`src/rtl/rsf_pkg.sv`:
```
package rsf_pkg;

   typedef enum logic [1:0] {
      OP_NONE  = 2'd0,
      OP_CALL  = 2'd1,
      OP_RET   = 2'd2,
      OP_ALLOC = 2'd3
   } op_e;

endpackage

```
`src/rtl/rsf_op_select.sv`:
```
module rsf_op_select
   import rsf_pkg::*;
#(
   parameter int FW      = 7,
   parameter int MAX_SOF = 96
) (
   input  logic          call_i,
   input  logic          ret_i,
   input  logic          alloc_i,
   input  logic [FW-1:0] sol_i,
   input  logic [FW-1:0] sof_i,
   output op_e           op_o,
   output logic          alloc_ok_o
);
   localparam int W1 = FW + 1;

   // fixed priority call > return > allocate
   always_comb begin
      if (call_i)       op_o = OP_CALL;
      else if (ret_i)   op_o = OP_RET;
      else if (alloc_i) op_o = OP_ALLOC;
      else              op_o = OP_NONE;
   end

   // request legality
   always_comb begin
      alloc_ok_o = (sol_i <= sof_i) && ({1'b0, sof_i} <= W1'(MAX_SOF));
   end

endmodule

```
`src/rtl/rsf_save_stack.sv`:
```
module rsf_save_stack #(
   parameter int DEPTH = 8,
   parameter int FW    = 7
) (
   input  logic          clk,
   input  logic          rst_n,
   input  logic          push_i,
   input  logic          pop_i,
   input  logic [FW-1:0] push_sol_i,
   input  logic [FW-1:0] push_sof_i,
   output logic [FW-1:0] top_sol_o,
   output logic [FW-1:0] top_sof_o,
   output logic          empty_o,
   output logic          full_o
);
   localparam int EW = 2 * FW;

   initial begin
      assert (DEPTH >= 1) else $error("rsf_save_stack: DEPTH must be at least 1");
   end

   logic [EW-1:0] top_ent;

   generate
      if (DEPTH == 1) begin : g_single
         logic          vld_q;
         logic [EW-1:0] ent_q;

         always_ff @(posedge clk or negedge rst_n) begin
            if (!rst_n) begin
               vld_q <= 1'b0;
               ent_q <= '0;
            end else if (push_i) begin
               vld_q <= 1'b1;
               ent_q <= {push_sol_i, push_sof_i};
            end else if (pop_i) begin
               vld_q <= 1'b0;
            end
         end

         always_comb begin
            top_ent = vld_q ? ent_q : '0;
            empty_o = !vld_q;
            full_o  = vld_q;
         end
      end else begin : g_lifo
         localparam int CNTW = $clog2(DEPTH + 1);
         localparam int IW   = $clog2(DEPTH);

         logic [EW-1:0]   mem_q [DEPTH];
         logic [CNTW-1:0] cnt_q;

         always_ff @(posedge clk or negedge rst_n) begin
            if (!rst_n)      cnt_q <= '0;
            else if (push_i) cnt_q <= cnt_q + 1'b1;
            else if (pop_i)  cnt_q <= cnt_q - 1'b1;
         end

         always_ff @(posedge clk) begin
            if (push_i) mem_q[IW'(cnt_q)] <= {push_sol_i, push_sof_i};
         end

         always_comb begin
            empty_o = (cnt_q == '0);
            full_o  = (cnt_q == CNTW'(DEPTH));
            top_ent = empty_o ? '0 : mem_q[IW'(cnt_q - 1'b1)];
         end

         assert_cnt_bound_R9 : assert property (@(posedge clk) disable iff (!rst_n)
            cnt_q <= CNTW'(DEPTH));
      end
   endgenerate

   always_comb begin
      top_sol_o = top_ent[EW-1:FW];
      top_sof_o = top_ent[FW-1:0];
   end

   assert_push_not_full_R9 : assert property (@(posedge clk) disable iff (!rst_n)
      push_i |-> !full_o);
   assert_pop_not_empty_R9 : assert property (@(posedge clk) disable iff (!rst_n)
      pop_i |-> !empty_o);

endmodule

```
`src/rtl/rsf_rename.sv`:
```
module rsf_rename #(
   parameter int NUM_GR        = 128,
   parameter int FIRST_STACKED = 32,
   parameter int POOL          = 96,
   parameter int LW            = 7,
   parameter int PW            = 7,
   parameter int FW            = 7
) (
   input  logic [LW-1:0] lreg_i,
   input  logic [PW-1:0] base_i,
   input  logic [FW-1:0] sof_i,
   output logic [PW-1:0] preg_o,
   output logic          valid_o,
   output logic          illegal_o
);
   localparam int XW   = ((LW > FW) ? LW : FW) + 1;
   localparam bit POW2 = ((1 << PW) == POOL);

   initial begin
      assert (FIRST_STACKED < NUM_GR) else $error("rsf_rename: no stacked registers");
   end

   logic          stacked;
   logic          in_frame;
   logic [XW-1:0] idx;
   logic [XW-1:0] sum;
   logic [PW-1:0] wrapped;

   always_comb begin
      stacked   = ({1'b0, lreg_i} >= (LW+1)'(FIRST_STACKED));
      idx       = XW'(lreg_i) - XW'(FIRST_STACKED);
      in_frame  = idx < XW'(sof_i);
      valid_o   = stacked && in_frame;
      illegal_o = stacked && !in_frame;
      sum       = XW'(base_i) + idx;
   end

   generate
      if (POW2) begin : g_mask
         always_comb wrapped = PW'(sum);
      end else begin : g_sub
         always_comb begin
            if (sum >= XW'(POOL)) wrapped = PW'(sum - XW'(POOL));
            else                  wrapped = PW'(sum);
         end
      end
   endgenerate

   always_comb preg_o = valid_o ? wrapped : '0;

endmodule

```
`src/rtl/rsf_frame_mgr.sv`:
```
module rsf_frame_mgr
   import rsf_pkg::*;
#(
   parameter int  NUM_GR        = 128,
   parameter int  FIRST_STACKED = 32,
   parameter int  POOL          = 96,
   parameter int  DEPTH         = 8,
   localparam int FW            = $clog2(POOL + 1),
   localparam int PW            = $clog2(POOL),
   localparam int LW            = $clog2(NUM_GR)
) (
   input  logic          clk,
   input  logic          rst_n,
   input  logic          call_i,
   input  logic          ret_i,
   input  logic          alloc_i,
   input  logic [FW-1:0] alloc_sol_i,
   input  logic [FW-1:0] alloc_sof_i,
   input  logic [LW-1:0] lreg_i,
   output logic [FW-1:0] cur_sol_o,
   output logic [FW-1:0] cur_sof_o,
   output logic [FW-1:0] pfs_sol_o,
   output logic [FW-1:0] pfs_sof_o,
   output logic [PW-1:0] base_o,
   output logic [PW-1:0] preg_o,
   output logic          preg_valid_o,
   output logic          illegal_o,
   output logic          spill_req_o,
   output logic          alloc_err_o,
   output logic          call_err_o,
   output logic          ret_err_o
);
   localparam int SW = FW + 1;
   localparam int CW = $clog2((DEPTH + 1) * POOL + 1);

   initial begin
      assert (POOL >= 2) else $error("rsf_frame_mgr: POOL too small");
      assert (POOL <= NUM_GR - FIRST_STACKED) else $error("rsf_frame_mgr: POOL exceeds stacked range");
      assert (DEPTH >= 1) else $error("rsf_frame_mgr: DEPTH must be at least 1");
   end

   // ---------------------------------------------------------------- state
   logic [FW-1:0] cur_sol_q, cur_sof_q;
   logic [PW-1:0] base_q;
   logic [CW-1:0] committed_q;
   logic          alloc_err_q, call_err_q, ret_err_q;

   // ---------------------------------------------------------------- decode
   op_e  op;
   logic alloc_ok;

   rsf_op_select #(.FW(FW), .MAX_SOF(POOL)) u_sel (
      .call_i     (call_i),
      .ret_i      (ret_i),
      .alloc_i    (alloc_i),
      .sol_i      (alloc_sol_i),
      .sof_i      (alloc_sof_i),
      .op_o       (op),
      .alloc_ok_o (alloc_ok)
   );

   // ---------------------------------------------------------------- save LIFO
   logic          stk_empty, stk_full, push, pop;
   logic [FW-1:0] top_sol, top_sof;

   always_comb begin
      push = (op == OP_CALL) && !stk_full;
      pop  = (op == OP_RET)  && !stk_empty;
   end

   rsf_save_stack #(.DEPTH(DEPTH), .FW(FW)) u_stk (
      .clk        (clk),
      .rst_n      (rst_n),
      .push_i     (push),
      .pop_i      (pop),
      .push_sol_i (cur_sol_q),
      .push_sof_i (cur_sof_q),
      .top_sol_o  (top_sol),
      .top_sof_o  (top_sof),
      .empty_o    (stk_empty),
      .full_o     (stk_full)
   );

   // ---------------------------------------------------------------- base arithmetic
   logic [SW-1:0] fwd_sum;
   logic [PW-1:0] base_fwd, base_back;

   always_comb begin
      fwd_sum = SW'(base_q) + SW'(cur_sol_q);
      if (fwd_sum >= SW'(POOL)) base_fwd = PW'(fwd_sum - SW'(POOL));
      else                      base_fwd = PW'(fwd_sum);
      if (SW'(base_q) >= SW'(top_sol)) base_back = PW'(SW'(base_q) - SW'(top_sol));
      else                             base_back = PW'(SW'(base_q) + SW'(POOL) - SW'(top_sol));
   end

   // ---------------------------------------------------------------- marker update
   always_ff @(posedge clk or negedge rst_n) begin
      if (!rst_n) begin
         cur_sol_q   <= '0;
         cur_sof_q   <= '0;
         base_q      <= '0;
         committed_q <= '0;
         alloc_err_q <= 1'b0;
         call_err_q  <= 1'b0;
         ret_err_q   <= 1'b0;
      end else begin
         alloc_err_q <= 1'b0;
         call_err_q  <= 1'b0;
         ret_err_q   <= 1'b0;
         case (op)
            OP_CALL: begin
               if (stk_full) begin
                  call_err_q <= 1'b1;
               end else begin
                  cur_sol_q   <= '0;
                  cur_sof_q   <= cur_sof_q - cur_sol_q;
                  base_q      <= base_fwd;
                  committed_q <= committed_q + CW'(cur_sol_q);
               end
            end
            OP_RET: begin
               if (stk_empty) begin
                  ret_err_q <= 1'b1;
               end else begin
                  cur_sol_q   <= top_sol;
                  cur_sof_q   <= top_sof;
                  base_q      <= base_back;
                  committed_q <= committed_q - CW'(top_sol);
               end
            end
            OP_ALLOC: begin
               if (alloc_ok) begin
                  cur_sol_q <= alloc_sol_i;
                  cur_sof_q <= alloc_sof_i;
               end else begin
                  alloc_err_q <= 1'b1;
               end
            end
            default: ;
         endcase
      end
   end

   // ---------------------------------------------------------------- rename
   rsf_rename #(
      .NUM_GR        (NUM_GR),
      .FIRST_STACKED (FIRST_STACKED),
      .POOL          (POOL),
      .LW            (LW),
      .PW            (PW),
      .FW            (FW)
   ) u_ren (
      .lreg_i    (lreg_i),
      .base_i    (base_q),
      .sof_i     (cur_sof_q),
      .preg_o    (preg_o),
      .valid_o   (preg_valid_o),
      .illegal_o (illegal_o)
   );

   // ---------------------------------------------------------------- outputs
   always_comb begin
      cur_sol_o   = cur_sol_q;
      cur_sof_o   = cur_sof_q;
      pfs_sol_o   = top_sol;
      pfs_sof_o   = top_sof;
      base_o      = base_q;
      alloc_err_o = alloc_err_q;
      call_err_o  = call_err_q;
      ret_err_o   = ret_err_q;
      spill_req_o = (committed_q + CW'(cur_sof_q)) > CW'(POOL);
   end

   // ---------------------------------------------------------------- assertions
   assert_sol_le_sof_R2 : assert property (@(posedge clk) disable iff (!rst_n)
      cur_sol_q <= cur_sof_q);

   assert_alloc_apply_R2 : assert property (@(posedge clk) disable iff (!rst_n)
      (op == OP_ALLOC && alloc_ok) |=>
         (cur_sol_q == $past(alloc_sol_i) && cur_sof_q == $past(alloc_sof_i) && $stable(base_q)));

   assert_alloc_hold_R3 : assert property (@(posedge clk) disable iff (!rst_n)
      (op == OP_ALLOC && !alloc_ok) |=>
         ($stable(cur_sol_q) && $stable(cur_sof_q) && alloc_err_o));

   assert_call_frame_R4 : assert property (@(posedge clk) disable iff (!rst_n)
      (op == OP_CALL && !stk_full) |=>
         (cur_sol_q == '0 && cur_sof_q == $past(cur_sof_q - cur_sol_q)
          && pfs_sol_o == $past(cur_sol_q) && pfs_sof_o == $past(cur_sof_q)));

   assert_base_range_R4 : assert property (@(posedge clk) disable iff (!rst_n)
      {1'b0, base_q} < (PW+1)'(POOL));

   assert_ret_restore_R5 : assert property (@(posedge clk) disable iff (!rst_n)
      (op == OP_RET && !stk_empty) |=>
         (cur_sol_q == $past(top_sol) && cur_sof_q == $past(top_sof)));

   assert_map_bound_R6 : assert property (@(posedge clk) disable iff (!rst_n)
      preg_valid_o |-> ({1'b0, preg_o} < (PW+1)'(POOL)));

   assert_map_excl_R7 : assert property (@(posedge clk) disable iff (!rst_n)
      $onehot0({preg_valid_o, illegal_o}));

   assert_call_full_R9 : assert property (@(posedge clk) disable iff (!rst_n)
      (op == OP_CALL && stk_full) |=>
         ($stable(base_q) && $stable(cur_sof_q) && call_err_o));

   assert_ret_empty_R9 : assert property (@(posedge clk) disable iff (!rst_n)
      (op == OP_RET && stk_empty) |=>
         ($stable(base_q) && $stable(cur_sol_q) && ret_err_o));

endmodule

```
`config.mk`:
```
export PLATFORM = sky130hd
export DESIGN_NAME = rsf_frame_mgr
export DESIGN_NICKNAME = d
export VERILOG_FILES = /design/src/rtl/rsf_pkg.sv /design/src/rtl/rsf_op_select.sv /design/src/rtl/rsf_save_stack.sv /design/src/rtl/rsf_rename.sv /design/src/rtl/rsf_frame_mgr.sv
export SDC_FILE = /design/constraint.sdc
export NUM_CORES = 1
export LEC_CHECK = 0
export ABC_AREA = 1
export ABC_CLOCK_PERIOD_IN_PS = 10750
export BUFFER_PORTS_ARGS = -buffer_cell sky130_fd_sc_hd__buf_4
export CORE_ASPECT_RATIO = 0.8
export CORE_MARGIN = 5
export CORE_UTILIZATION = 55
export DETAILED_ROUTE_END_ITERATION = 12
export GPL_ROUTABILITY_DRIVEN = 0
export HOLD_SLACK_MARGIN = 0.12
export PLACE_DENSITY = 0.79
export SETUP_SLACK_MARGIN = 0.15
export SLEW_MARGIN = 10
export SYNTH_ARGS = -nofsm -noshare
export SYNTH_HDL_FRONTEND = slang
export SYNTH_SLANG_ARGS = --single-unit
```
`constraint.sdc`:
```
create_clock -name clk -period 10.75 [get_ports clk]
set_input_delay 0.5375 -clock clk [delete_from_list [all_inputs] [get_ports clk]]
set_output_delay 0.5375 -clock clk [all_outputs]
set_load 0.005 [all_outputs]
```
-- Yosys cells after proc, flatten, opt, wreduce, memory -nomap -nowiden
Memory sizes are Yosys's and may differ from the RTL's.
Index checks and enable logic that the tools add are counted.
- logic and storage cells: 84
- output and inout port bits: 48
- bits of input ports: 26
- latch bits: 0
- memories kept: 1
- bits in writable memories: 112
- register bits after elaboration: 38
- bits in read-only memories: 0
- bitwise gates (word level): 0
- mux-type cells: 32
- shift operators: 0
- $add $sub $neg: 14
- $mul: 0
- div/mod/pow operators: 0
- reduce and logical (&&, ||, !) cells: 14
- equal/unequal tests: 7
- $lt $le $gt $ge: 8
- memory list (name ; depth ; width ; read ports ; clocked after Yosys merged registers in ; wr ports ; RTL line ; source):
    u_stk.g_lifo.mem_q ; 8 ; 14 ; 1 ; 0 ; 1 ; rsf_save_stack.sv:50 ; logic [EW-1:0] mem_q [DEPTH];
- operators with widths (operator ; number):
    7-bit 2-to-1 mux ; 12
    7-bit case mux with 3 select lines ; 2
    7-bit subtractor ; 3
    10-bit by 7-bit adder with 10-bit output ; 2
    10-bit 2-to-1 mux ; 2
    10-bit case mux with 2 select lines ; 1
    8-bit by 7-bit >= comparator with 1-bit output, second input constant ; 2
    14-bit 2-to-1 mux ; 1
    7-bit case mux with 2 select lines ; 1
    7-bit subtractor, second input constant ; 2
    10-bit by 7-bit > comparator with 1-bit output, second input constant ; 1
    10-bit by 7-bit subtractor with 10-bit output ; 1
    7-bit by 7-bit adder with 8-bit output ; 1
    7-bit by 8-bit adder with 8-bit output ; 1
    8-bit by 7-bit < comparator with 1-bit output ; 1
    1-bit 2-to-1 mux ; 8
    4-bit 2-to-1 mux ; 2
    7-bit by 6-bit subtractor with 8-bit output, second input constant ; 1
    7-bit adder, second input constant ; 1
    7-bit by 6-bit >= comparator with 1-bit output, second input constant ; 1
    7-bit >= comparator ; 1
    7-bit <= comparator ; 1
    7-bit <= comparator, second input constant ; 1
    2-bit 2-to-1 mux ; 3
    other kinds (13) ; 23

-- Logic depth before layout (Yosys ltp)
- depth after elaboration: 7
- gate-level depth with buffers: 24
- mapped depth without buffers: 22

-- By module
Synthesis repeated with hierarchy kept, for this count alone.
- cells, all modules: 1234
- area total of the unflattened synthesis: 9905.8 um^2
- by module, submodules not included (module ; sequential area each (um^2) ; area each (um^2) ; instances ; cells each):
    rsf_save_stack ; 3463.3 ; 5230.0 ; 1 ; 531
    rsf_frame_mgr ; 850.8 ; 3772.4 ; 1 ; 542
    rsf_rename ; 0.0 ; 664.4 ; 1 ; 118
    rsf_op_select ; 0.0 ; 239.0 ; 1 ; 43

-- Worst setup path before layout
Ideal clock, no wire load.
- path kind: register to register
- start point: register u_stk.g_lifo.cnt_q[0]
- end point: register committed_q[8]
- required time: 10.623 ns
- buffers on the path: 4
- cell stages (with the launch flop): 24
- library setup time: 0.127 ns
- period minus slack after synthesis: 3.701 ns
- path slack: 7.049 ns
- arrival time: 3.573 ns
- path through: dfrtp_1 inv_2 buf_2 buf_2 ha_1 clkbuf_2 buf_2 nor2_1 o21ai_0 a31oi_1 nand2_1 o21ai_0 ha_1 inv_1 fa_1 nand3_1 nand3_1 nand2_1 nand2_1 a21oi_1 o21ai_0 a21oi_1 xor2_1 o21ai_0
- longest elaborated chain between the ends: 6
- elaborated cells between the ends (all ways): 11
- classes of those cells: add/sub (2); eq/ne (3); mux (3); reduce/logical (2); memory (1)
- ends and longest elaborated chain (item ; RTL line ; source):
    start, declared ; rsf_save_stack.sv:51 ; logic [CNTW-1:0] cnt_q;
    start signal, assigned ; rsf_save_stack.sv:55 ; else if (push_i) cnt_q <= cnt_q + 1'b1;
    start signal, assigned ; rsf_save_stack.sv:56 ; else if (pop_i) cnt_q <= cnt_q - 1'b1;
    4-bit by 1-bit subtractor with 4-bit output ; - ;
    memory read 8 x 14 bit ; - ;
    14-bit 2-to-1 mux (*) ; rsf_save_stack.sv:66 ; top_ent = empty_o ? '0 : mem_q[IW'(cnt_q - 1'b1)];
    net pfs_sol_o[0] ; rsf_frame_mgr.sv:22 ; output logic [FW-1:0] pfs_sol_o,
    10-bit by 7-bit subtractor with 10-bit output (*) ; rsf_frame_mgr.sv:128 ; committed_q <= committed_q - CW'(top_sol);
    10-bit 2-to-1 mux (*) ; rsf_frame_mgr.sv:122 ; if (stk_empty) begin
    10-bit case mux with 2 select lines (*) ; rsf_frame_mgr.sv:110 ; case (op)
    end signal, assigned ; rsf_frame_mgr.sv:118 ; committed_q <= committed_q + CW'(cur_sol_q);
    end signal, assigned ; rsf_frame_mgr.sv:128 ;
    end, declared ; rsf_frame_mgr.sv:45 ; logic [CW-1:0] committed_q;
Mark *: on every way through the listed nets, which the timed path passes. The rest lies on a longest branch. The select of a mux whose other input is x is not followed.
A chain may end at the register's enable or synchronous reset.

-- Final worst setup path
- start point: register u_stk.g_lifo.cnt_q[0]
- end point: register committed_q[8]
- longest elaborated chain between the ends: 6
- elaborated cells between the ends (all ways): 11
- classes of those cells: add/sub (2); eq/ne (3); mux (3); reduce/logical (2); memory (1)
- ends and longest elaborated chain (item ; RTL line):
    4-bit by 1-bit subtractor with 4-bit output ; -
    memory read 8 x 14 bit ; -
    14-bit 2-to-1 mux ; rsf_save_stack.sv:66
    10-bit by 7-bit subtractor with 10-bit output ; rsf_frame_mgr.sv:128
    10-bit 2-to-1 mux ; rsf_frame_mgr.sv:122
    10-bit case mux with 2 select lines ; rsf_frame_mgr.sv:110
Parallel ways exist; a longest one is shown, timed or not. The select of a mux whose other input is x is not followed.

==> results.json <==
{
  "grt-busiest-layer": "met1",
  "cts_tree": "yes",
  "dp_hpwl_um": 16200,
  "yosys_warnings": 0,
  "grt_pass1_wl_um": 36300,
  "r2r-end": "committed_q[8]",
  "cts.clk_slew.worst_paths_ns": 0.07,
  "multi_input_comb_area_mm2": 0.00415,
  "cp_data_required_time_ns": 11.05,
  "ant_nets": 0,
  "crit_arrival_ns": 5.30,
  "cts_root_buf": "clkbuf_16",
  "max_freq_mhz": 200,
  "min_path_type": "input port to register",
  "grt_pass1_vias": 6714,
  "synthArstFlopShare_pct": 25.3,
  "synth-edff-count": 112,
  "outcome": "finished clean",
  "insertion_delay_ns": 0.43,
  "rr_worst_depth": 23,
  "routed_wl_um": 23300,
  "tightest_slew_ns": 1.12,
  "diodes": 0,
  "vias": 7323,
  "skew_ns": 0.0174,
  "synth.distinct_cells": 51,
  "cts_inserted_buffers": 17,
  "synth-main-ff-cell": "edfxtp_1",
  "cts.sinks": 150,
  "grt_max_degree": 61,
  "layout_common_cells": "nand2_1 (153), edfxtp_1 (112), inv_1 (111)",
  "wire_per_inst_um": 18.5,
  "htree_levels": 4,
  "cap_violations": 0,
  "via_per_inst": 5.81,
  "met1_usage_pct": 36.2,
  "rows": 42,
  "finalSetupViolCount": 0,
  "drive_above_1_share_pct": 14.4,
  "start_kind": "register",
  "die_area_mm2": 0.0191,
  "cts_max_path_buffers": 2,
  "placedInstanceArea_mm2": 0.00981,
  "cp_max_fo": 60,
  "dieWidth_um": 153,
  "r2r_setup_slack_ns": 5.75,
  "synth_area_mm2": 0.00905,
  "num_io_pins": 74,
  "final_core_util_pct": 63.8,
  "ys_top_cells_by_area": "edfxtp_1 (37%), dfrtp_1 (11%), ha_1 (9.3%)",
  "setup_tns_ns": 0,
  "min_period_over_period_pct": 46.6,
  "dr.pass1.iters": 5,
  "antenna_found_initial": 0,
  "hold_depth": 3,
  "portBuffers": 73,
  "post_cts_buffers": 0,
  "min_period_ns": 5.00,
  "syn_inst": 954,
  "endpoint_kind": "register",
  "synth-seq-cells": 150,
  "slew_headroom_pct": 25.4,
  "grtUsageMet3_pct": 6.15,
  "grt_setup_unrepaired": "false",
  "layout_commonest_cell": "nand2_1",
  "area_growth_pct": 15.2,
  "hp-start": "call_i",
  "register_area_mm2": 0.00431,
  "synth_top_area_share_pct": 37.2,
  "track_usage_pct": 24.3,
  "grt_use_met2_pct": 34.8,
  "die_h_um": 125,
  "hold_end": "call_err_o",
  "drtIter0Drc": 789,
  "drv_slew": 0,
  "avgSynthCellArea_um2": 9.49,
  "layout.nets": 1131,
  "drc": 0,
  "path_class": "register to register",
  "coreArea_mm2": 0.0163,
  "fill_cells": 1258,
  "synth_fp_nets": 1057,
  "fin_area_mm2": 0.0104,
  "ys_seq_area_share_pct": 47.7,
  "grt_overflow": 0,
  "crit-reg2reg-launch": "u_stk.g_lifo.cnt_q[0]",
  "ctsResizeCount": 0,
  "hold_viol": 0,
  "synth.largest_area_cell": "edfxtp_1",
  "initial_utilization_pct": 55.4
}
## flip-flops by register name (all words and copies together) (netlist names)
name                flops
alloc_err_o             1
u_stk.g_lifo.cnt_q      4
cur_sof_o               7
base_o                  7
ret_err_o               1
committed_q            10
call_err_o              1
u_stk.g_lifo.mem_q    112
cur_sol_o               7
## worst max-delay path by stage
stage | start | end | slack, ns | cells past startpoint
after global routing | u_stk.g_lifo.cnt_q[0] | committed_q[8] | 5.27 | 23
after detailed placement | u_stk.g_lifo.cnt_q[0] | committed_q[8] | 5.84 | 23
after global placement | u_stk.g_lifo.cnt_q[0] | committed_q[8] | 6.01 | 23
final | u_stk.g_lifo.cnt_q[0] | committed_q[8] | 5.75 | 23
after CTS | u_stk.g_lifo.cnt_q[0] | committed_q[8] | 5.79 | 23
after floorplan | u_stk.g_lifo.cnt_q[0] | committed_q[8] | 7.05 | 23
## area by class of cell
type	instances	area share (%)
Sequential cell	150	41.4
Multi-Input combinational cell	656	39.8
Timing Repair Buffer	84	6.07
Inverter	119	4.28
Clock buffer	17	4.08
Tap cell	220	2.64
Clock inverter	15	1.74
## routing by layer
metal | share of wire, % | vias up | wire [µm]
li1 | - | 3468 | -
met3 | 9.8 | 41 | 2280
met2 | 43 | 366 | 10100
met1 | 45 | 3448 | 10400
met4 | 2.2 | 0 | 501
met5 | 0 | - | 0
## logic make-up after synthesis
logic type,after synthesis,share of synthesized area [%]
AO/OA/AOI/OAI,211,14.2
AND/OR/NAND/NOR,333,16.4
multiplexers,3,0.332
flip-flops,150,47.7
XOR/XNOR,32,3.30
adder cells (fa/ha/maj),77,11.5
buffers and inverters,148,6.58
## stage by stage
step	cells	hold WS [ns]	setup WS, ns
final	1261	0.375	5.75
after global routing	1261	0.386	5.27
after global placement	1228	0.494	6.01
after CTS	1261	0.374	5.79
after floorplan	954	0.242	7.05
after detailed placement	1228	0.498	5.84
## cell usage after synthesis (10+ instances only)
| library cell | n |
|---|---|
| o221ai_1 | 23 |
| nand2_1 | 153 |
| dfrtp_1 | 38 |
| o21ai_1 | 22 |
| nand3_1 | 41 |
| buf_2 | 16 |
| o21ai_0 | 85 |
| ha_1 | 67 |
| nor2_1 | 100 |
| xor2_1 | 19 |
| inv_1 | 111 |
| fa_1 | 10 |
| edfxtp_1 | 112 |
| nand4_1 | 12 |
| a21oi_1 | 36 |
| xnor2_1 | 12 |
## worst max-delay path, cell delays in order, from the launching register on
cell     delay (ns)
dfrtp_1        0.33
buf_4          0.49
inv_2          0.07
ha_1           0.30
buf_4          0.24
inv_1          0.64
o21ai_0        0.20
o22ai_1        0.16
o21ai_1        0.07
a31oi_1        0.30
nand2_1        0.11
o21ai_0        0.18
ha_1           0.26
inv_1          0.10
fa_1           0.41
nand3_1        0.10
nand3_1        0.08
nand2_1        0.09
nand2_1        0.06
a21oi_1        0.19
o21ai_0        0.11
a21oi_1        0.16
xor2_1         0.14
o21ai_0        0.08
## repair_timing
item	CTS	global route
hold buffers	1	0
endpoints found under the setup margin	0	0
endpoints found under the hold margin	23	0
Power is left out: the tool's default activity adds up to more than one toggle a clock period on the data nets, which glitch-free logic cannot reach.
